`src/rtl/pfwp_pkg.sv`:
```
package pfwp_pkg;
    typedef struct packed {
        logic cs;
        logic oe;
        logic we;
        logic pg;
    } bus_ctl_t;
endpackage

```
`src/rtl/pfwp_sync.sv`:
```
module pfwp_sync #(
    parameter int W = 4
) (
    input  logic         clk,
    input  logic         rst_n,
    input  logic [W-1:0] async_i,
    output logic [W-1:0] sync_o
);
    typedef struct packed {
        logic [W-1:0] s1;
        logic [W-1:0] s2;
    } st_t;
    st_t st_d, st_q;

    always_comb begin
        st_d.s1 = async_i;
        st_d.s2 = st_q.s1;
    end

    always_ff @(posedge clk or negedge rst_n) begin
        if (!rst_n) st_q <= '0;
        else        st_q <= st_d;
    end

    assign sync_o = st_q.s2;
endmodule

```
`src/rtl/pfwp_guard.sv`:
```
module pfwp_guard #(
    parameter int HOLD_CYC = 1000
) (
    input  logic clk,
    input  logic rst_n,
    input  logic pg_i,
    output logic ok_o
);
    localparam int CW = $clog2(HOLD_CYC + 1);

    typedef struct packed {
        logic [CW-1:0] cnt;
        logic          ok;
    } st_t;
    st_t st_d, st_q;

    always_comb begin
        st_d = st_q;
        if (!pg_i) begin
            st_d.cnt = '0;
            st_d.ok  = 1'b0;
        end else if (!st_q.ok) begin
            if (st_q.cnt == CW'(HOLD_CYC - 1)) begin
                st_d.ok = 1'b1;
            end else begin
                st_d.cnt = st_q.cnt + 1'b1;
            end
        end
    end

    always_ff @(posedge clk or negedge rst_n) begin
        if (!rst_n) st_q <= '0;
        else        st_q <= st_d;
    end

    assign ok_o = st_q.ok;


    ok_drop_chk: assert property (@(posedge clk) disable iff (!rst_n)
        !pg_i |=> !ok_o);


    ok_rise_chk: assert property (@(posedge clk) disable iff (!rst_n)
        $rose(ok_o) |-> $past(pg_i));
endmodule

```
`src/rtl/pfwp_access.sv`:
```
module pfwp_access #(
    parameter int ADDR_W   = 15,
    parameter int DATA_W   = 8,
    parameter int NUM_REGS = 14
) (
    input  logic              clk,
    input  logic              rst_n,
    input  pfwp_pkg::bus_ctl_t ctl_i,
    input  logic              ok_i,
    input  logic [ADDR_W-1:0] addr_i,
    input  logic [DATA_W-1:0] wdata_i,
    input  logic [DATA_W-1:0] reg_rdata_i,
    input  logic [DATA_W-1:0] mem_rdata_i,
    output logic [DATA_W-1:0] rdata_o,
    output logic              data_oe_o,
    output logic              reg_we_o,
    output logic              mem_we_o,
    output logic [ADDR_W-1:0] wr_addr_o,
    output logic [DATA_W-1:0] wr_data_o
);
    typedef struct packed {
        logic              win;
        logic              abort;
        logic              reg_we;
        logic              mem_we;
        logic [ADDR_W-1:0] wr_addr;
        logic [DATA_W-1:0] wr_data;
        logic              data_oe;
        logic [DATA_W-1:0] rdata;
    } st_t;
    st_t st_d, st_q;

    logic win_now, win_end, fire, is_reg, rd_now;

    always_comb begin
        win_now = ctl_i.cs & ctl_i.we;
        win_end = st_q.win & ~win_now;
        is_reg  = (32'(addr_i) < NUM_REGS);
        fire    = win_end & ~st_q.abort & ok_i;
        rd_now  = ctl_i.cs & ctl_i.oe & ~ctl_i.we & ok_i;

        st_d         = st_q;
        st_d.win     = win_now;
        if (win_now) begin
            st_d.abort = (st_q.win ? st_q.abort : 1'b0) | ~ok_i;
        end
        st_d.reg_we  = fire & is_reg;
        st_d.mem_we  = fire & ~is_reg;
        if (fire) begin
            st_d.wr_addr = addr_i;
            st_d.wr_data = wdata_i;
        end
        st_d.data_oe = rd_now;
        st_d.rdata   = rd_now ? (is_reg ? reg_rdata_i : mem_rdata_i) : '0;
    end

    always_ff @(posedge clk or negedge rst_n) begin
        if (!rst_n) st_q <= '0;
        else        st_q <= st_d;
    end

    assign rdata_o   = st_q.rdata;
    assign data_oe_o = st_q.data_oe;
    assign reg_we_o  = st_q.reg_we;
    assign mem_we_o  = st_q.mem_we;
    assign wr_addr_o = st_q.wr_addr;
    assign wr_data_o = st_q.wr_data;


    strobe_pulse_chk: assert property (@(posedge clk) disable iff (!rst_n)
        (reg_we_o | mem_we_o) |=> !(reg_we_o | mem_we_o));


    strobe_excl_chk: assert property (@(posedge clk) disable iff (!rst_n)
        $onehot0({reg_we_o, mem_we_o}));


    no_wr_unprot_chk: assert property (@(posedge clk) disable iff (!rst_n)
        (reg_we_o | mem_we_o) |-> $past(ok_i));


    oe_off_on_we_chk: assert property (@(posedge clk) disable iff (!rst_n)
        ctl_i.we |=> !data_oe_o);
endmodule

```
`src/rtl/pfwp_bus_if.sv`:
```
module pfwp_bus_if #(
    parameter int ADDR_W   = 15,
    parameter int DATA_W   = 8,
    parameter int NUM_REGS = 14,
    parameter int CLK_HZ   = 50_000_000,
    parameter int HOLD_MS  = 200
) (
    input  logic              clk,
    input  logic              rst_n,
    input  logic              ce_n,
    input  logic              oe_n,
    input  logic              we_n,
    input  logic [ADDR_W-1:0] addr,
    input  logic [DATA_W-1:0] wdata,
    input  logic              pwr_good,
    input  logic [DATA_W-1:0] reg_rdata,
    input  logic [DATA_W-1:0] mem_rdata,
    output logic [DATA_W-1:0] rdata,
    output logic              data_oe,
    output logic              reg_we,
    output logic              mem_we,
    output logic [ADDR_W-1:0] wr_addr,
    output logic [DATA_W-1:0] wr_data
);
    localparam int HOLD_CYC = (CLK_HZ / 1000) * HOLD_MS;
    localparam int CTL_W    = $bits(pfwp_pkg::bus_ctl_t);

    pfwp_pkg::bus_ctl_t ctl_raw, ctl_s;
    logic [CTL_W-1:0]   ctl_bits;
    logic               ok;

    assign ctl_raw = '{cs: ~ce_n, oe: ~oe_n, we: ~we_n, pg: pwr_good};

    pfwp_sync #(.W(CTL_W)) sync_i (
        .clk    (clk),
        .rst_n  (rst_n),
        .async_i(ctl_raw),
        .sync_o (ctl_bits)
    );
    assign ctl_s = ctl_bits;

    pfwp_guard #(.HOLD_CYC(HOLD_CYC)) guard_i (
        .clk  (clk),
        .rst_n(rst_n),
        .pg_i (ctl_s.pg),
        .ok_o (ok)
    );

    pfwp_access #(
        .ADDR_W  (ADDR_W),
        .DATA_W  (DATA_W),
        .NUM_REGS(NUM_REGS)
    ) access_i (
        .clk        (clk),
        .rst_n      (rst_n),
        .ctl_i      (ctl_s),
        .ok_i       (ok),
        .addr_i     (addr),
        .wdata_i    (wdata),
        .reg_rdata_i(reg_rdata),
        .mem_rdata_i(mem_rdata),
        .rdata_o    (rdata),
        .data_oe_o  (data_oe),
        .reg_we_o   (reg_we),
        .mem_we_o   (mem_we),
        .wr_addr_o  (wr_addr),
        .wr_data_o  (wr_data)
    );
endmodule

```
`config.mk`:
```
export PLATFORM = sky130hd
export DESIGN_NAME = pfwp_bus_if
export DESIGN_NICKNAME = d
export VERILOG_FILES = /design/src/rtl/pfwp_pkg.sv /design/src/rtl/pfwp_sync.sv /design/src/rtl/pfwp_guard.sv /design/src/rtl/pfwp_access.sv /design/src/rtl/pfwp_bus_if.sv
export SDC_FILE = /design/constraint.sdc
export NUM_CORES = 1
export LEC_CHECK = 0
export ABC_AREA = 1
export BUFFER_PORTS_ARGS = -buffer_cell sky130_fd_sc_hd__buf_4
export CORE_MARGIN = 8
export CORE_UTILIZATION = 49
export CTS_BUF_LIST = sky130_fd_sc_hd__clkbuf_8 sky130_fd_sc_hd__clkbuf_16
export CTS_CLUSTER_SIZE = 20
export DETAILED_ROUTE_END_ITERATION = 12
export GPL_TIMING_DRIVEN = 0
export PLACE_DENSITY = 0.75
export SETUP_SLACK_MARGIN = 0.5
export SLEW_MARGIN = 10
export SYNTH_ARGS = -nofsm -noshare
export SYNTH_HDL_FRONTEND = slang
export SYNTH_SLANG_ARGS = --single-unit
```
`constraint.sdc`:
```
create_clock -name clk -period 1.65 [get_ports clk]
set_input_delay 0.33 -clock clk [delete_from_list [all_inputs] [get_ports clk]]
set_output_delay 0.33 -clock clk [all_outputs]
set_load 0.03 [all_outputs]
```
==> metrics.txt <==
static leakage 2.67 nW; DRT Wirelength 12800 um; DP Worst Slack -0.124 ns; share of the core filled with cells in the final layout 77.0%; final std cells w/o fill 661; most frequently used flop master after synthesis sky130_fd_sc_hd__dfrtp_1; power share of the combinational group 9.6%; number of warnings reported in the yosys synthesis log 0; Yosys top cell by area sky130_fd_sc_hd__dfrtp_1; count of final hold-check violations 0; number of port buffers 78; Tcrit/Tclk final 102%; top achievable clock speed 0.597 GHz; placement row count 31; Seq pwr share 46.6%; starting utilization of the core area 50.4%; vertical die dimension 102 um; clock edge transition at the registers on the reported setup and hold paths 0.08 ns; layout cell share with drive strength beyond 1 47.5%; maximum number of pins on one net before global-route repair 70; Clock Latency Late Sink 0.36 ns; list of cells traversed by the critical path ha_4, nand2_4, inv_4, nand2_4, nor2_4, nand2_2, nor2_4, o21ai_2, buf_6, o21ai_2; outcome finished with violations; number of global-route vias before repair 3613; worst max-slew margin expressed relative to the limit 39.0%; setup violators final 13; Slew Viols, Final 0; antenna violations before repair 0; Detail Placement HPWL 6560 um; failing checks negative setup slack; cells taking the most area after synthesis sky130_fd_sc_hd__dfrtp_1 (47%), sky130_fd_sc_hd__nand2_1 (8.0%), sky130_fd_sc_hd__buf_4 (7.0%); average routed wire per standard cell 19.3 um; via count 3524; endpoint type of the worst setup path register; count of flip-flops with a built-in enable after synthesis 0; actual slew at the worst max-slew pin 0.915 ns; instance area after placement 4370 um2; final critical delay including setup and external delays 1.68 ns; accumulated negative setup slack -0.193 ns; Placed Cells incl. Taps 609; io pins 79; Tightest Hold Check Type in2async; net switching fraction of the power 25.3%; Iteration-0 DRC Markers 165; post-synthesis to final-layout area growth 52.8%; standard cell core area 7210 um2; CP max-delay cell sky130_fd_sc_hd__dfrtp_1; maximum buffer depth of the clock tree 2; Initial DRT Pass Iterations 4; final antenna diode count 0; synthesized cell area 3640 um2; global-route wire length before repair 17700 um; Net Sw Power 0.953 mW; Worst VDD drop 0.460 mV; synthesized net count 478; number of distinct library cells after synthesis 30; internal power consumption 2.81 mW; PnR Total Power 3.77 mW; largest incremental delay on the critical path 0.43 ns; Num CTS Buffers 9; share of synthesized registers carrying an async set or reset 100%; via/cell ratio 5.33; number of flip-flops and latches in the synthesized netlist 69; critical path fanouts, max 10; data required time at the worst endpoint 1.89 ns; unrepaired setup endpoints after global routing true; smallest hold slack 0.0736 ns; clock tree from TritonCTS done; clock network fraction of total power 43.9%; count of antenna-violating nets left after detailed routing 0; global routing usage summed across all routing layers 22.2%; total grt overflow 0; Setup Skew 0.0156 ns; H-tree levels 3; syn_area_per_cell 8.42 um2; Post-route DRC 0; Maximum Capacitance Violations 0; critical setup path kind reg2reg; Non-Filler Cell Area, Final 5560 um2; Clock Tree Root sky130_fd_sc_hd__clkbuf_8; final weighted congestion of routability-driven global placement 0.872; share of synthesized area occupied by flip-flops and latches 47.5%; element type at the critical path start register; arrival time reported for the critical path endpoint 1.91 ns; kind of cell with the highest combined delay on the critical path flip-flops; area of the die 10400 um2; post-synth top area share 47.5%; number of clock sinks seen by CTS 69; total buffers and inverters traversed by the critical path 2; Gate Count Post-Synth 432; final critical-path setup slack -0.0253 ns; areal power density over the cells 678 nW/um2; horizontal die dimension 102 um; net count reported at finish 603; hold_buf cts 0
cell usage after synthesis, types with 2 or more instances:
cell,count
sky130_fd_sc_hd__nand2_2,4
sky130_fd_sc_hd__xor2_1,7
sky130_fd_sc_hd__inv_2,7
sky130_fd_sc_hd__mux2_2,12
sky130_fd_sc_hd__nand2_1,78
sky130_fd_sc_hd__buf_4,34
sky130_fd_sc_hd__nand4_1,13
sky130_fd_sc_hd__nor3_1,6
sky130_fd_sc_hd__inv_1,43
sky130_fd_sc_hd__buf_2,2
sky130_fd_sc_hd__o21ai_2,11
sky130_fd_sc_hd__nor2_2,3
sky130_fd_sc_hd__nand3_1,31
sky130_fd_sc_hd__nand3_2,3
sky130_fd_sc_hd__nor2_1,64
sky130_fd_sc_hd__buf_6,2
sky130_fd_sc_hd__dfrtp_1,69
sky130_fd_sc_hd__clkbuf_1,3
sky130_fd_sc_hd__o21ai_0,27
sky130_fd_sc_hd__nor2_4,3
kinds of logic after synthesis:
| family | synth area share (%) |
|---|---|
| AO/OA/AOI/OAI | 7.15 |
| adder cells (fa/ha/maj) | 0.344 |
| XOR/XNOR | 1.69 |
| AND/OR/NAND/NOR | 26.1 |
| flip-flops | 47.5 |
| buffers and inverters | 13.6 |
| multiplexers | 3.71 |
worst paths after layout:
check                      slack, ns  cells after the start             from               end
hold reg to reg                 0.37                      0   sync_i.st_d[3]  sync_i.sync_o[3]
hold / removal                  0.07                      1            rst_n  guard_i.st_q[22]
min in group clk                0.10                      1         pwr_good    sync_i.st_d[0]
setup / recovery               -0.03                     10  guard_i.st_q[1]   guard_i.st_q[7]
setup reg to reg               -0.03                     10  guard_i.st_q[1]   guard_i.st_q[7]
max in group asynchronous       0.94                      1            rst_n  guard_i.st_q[18]
placed cells by master (no fill, tap or decap), drive strengths merged:
cell type and instances:
buf 151, bufinv 2, mux2 12, clkbuf 14, nand4 13, nor2 71
nand2 84, a21oi 1, xor2 7, clkinv 2, nand3 34, a31oi 1
o2111ai 1, clkinvlp 1, inv 52, dfrtp 69, ha 1, o21ai 39
nor3 7
sequential cells by signal, summed over array words and instances (netlist names):
| name | flops |
|---|---|
| sync_i.sync_o | 4 |
| access_i.st_q | 2 |
| guard_i.ok_o | 1 |
| access_i.rdata_o | 8 |
| access_i.mem_we_o | 1 |
| access_i.reg_we_o | 1 |
| guard_i.st_q | 24 |
| access_i.data_oe_o | 1 |
| sync_i.st_d | 4 |
| access_i.wr_data_o | 8 |
| access_i.wr_addr_o | 15 |
layout make-up:
type	instances	area (um2)
inverter	51	195
clock inverter	6	93.8
fill	436	1660
multi-input combinational	271	1750
tap	99	124
sequential	69	1730
clock buffer	10	138
buffer	42	472
timing repair buffer	113	1060
layer usage:
| layer | global-route usage (%) | wire length (um) |
|---|---|---|
| met1 | 25.2 | 4910 |
| met5 | 0 | 0 |
| met4 | 8.47 | 315 |
| met2 | 36.7 | 6510 |
| met3 | 8.72 | 1020 |
what timing repair did:
item | in CTS | in global routing
gates cloned | 3 | 2
resized for setup | 135 | 49
endpoints found under the setup margin | 87 | 92
pin swaps | 8 | 10
setup buffers | 14 | 17
power groups by stage:
stage | Combinational [mW] | Sequential (mW) | Clock, mW
3_3_place_gp | 0.261 | 1.78 | 0
3_5_place_dp | 0.265 | 1.78 | 0
2_1_floorplan | 0.114 | 1.77 | 0
6_report | 0.360 | 1.75 | 1.65
5_1_grt | 0.381 | 1.76 | 1.74
4_1_cts | 0.312 | 1.75 | 1.63
(Power assumes the default switching activity.)
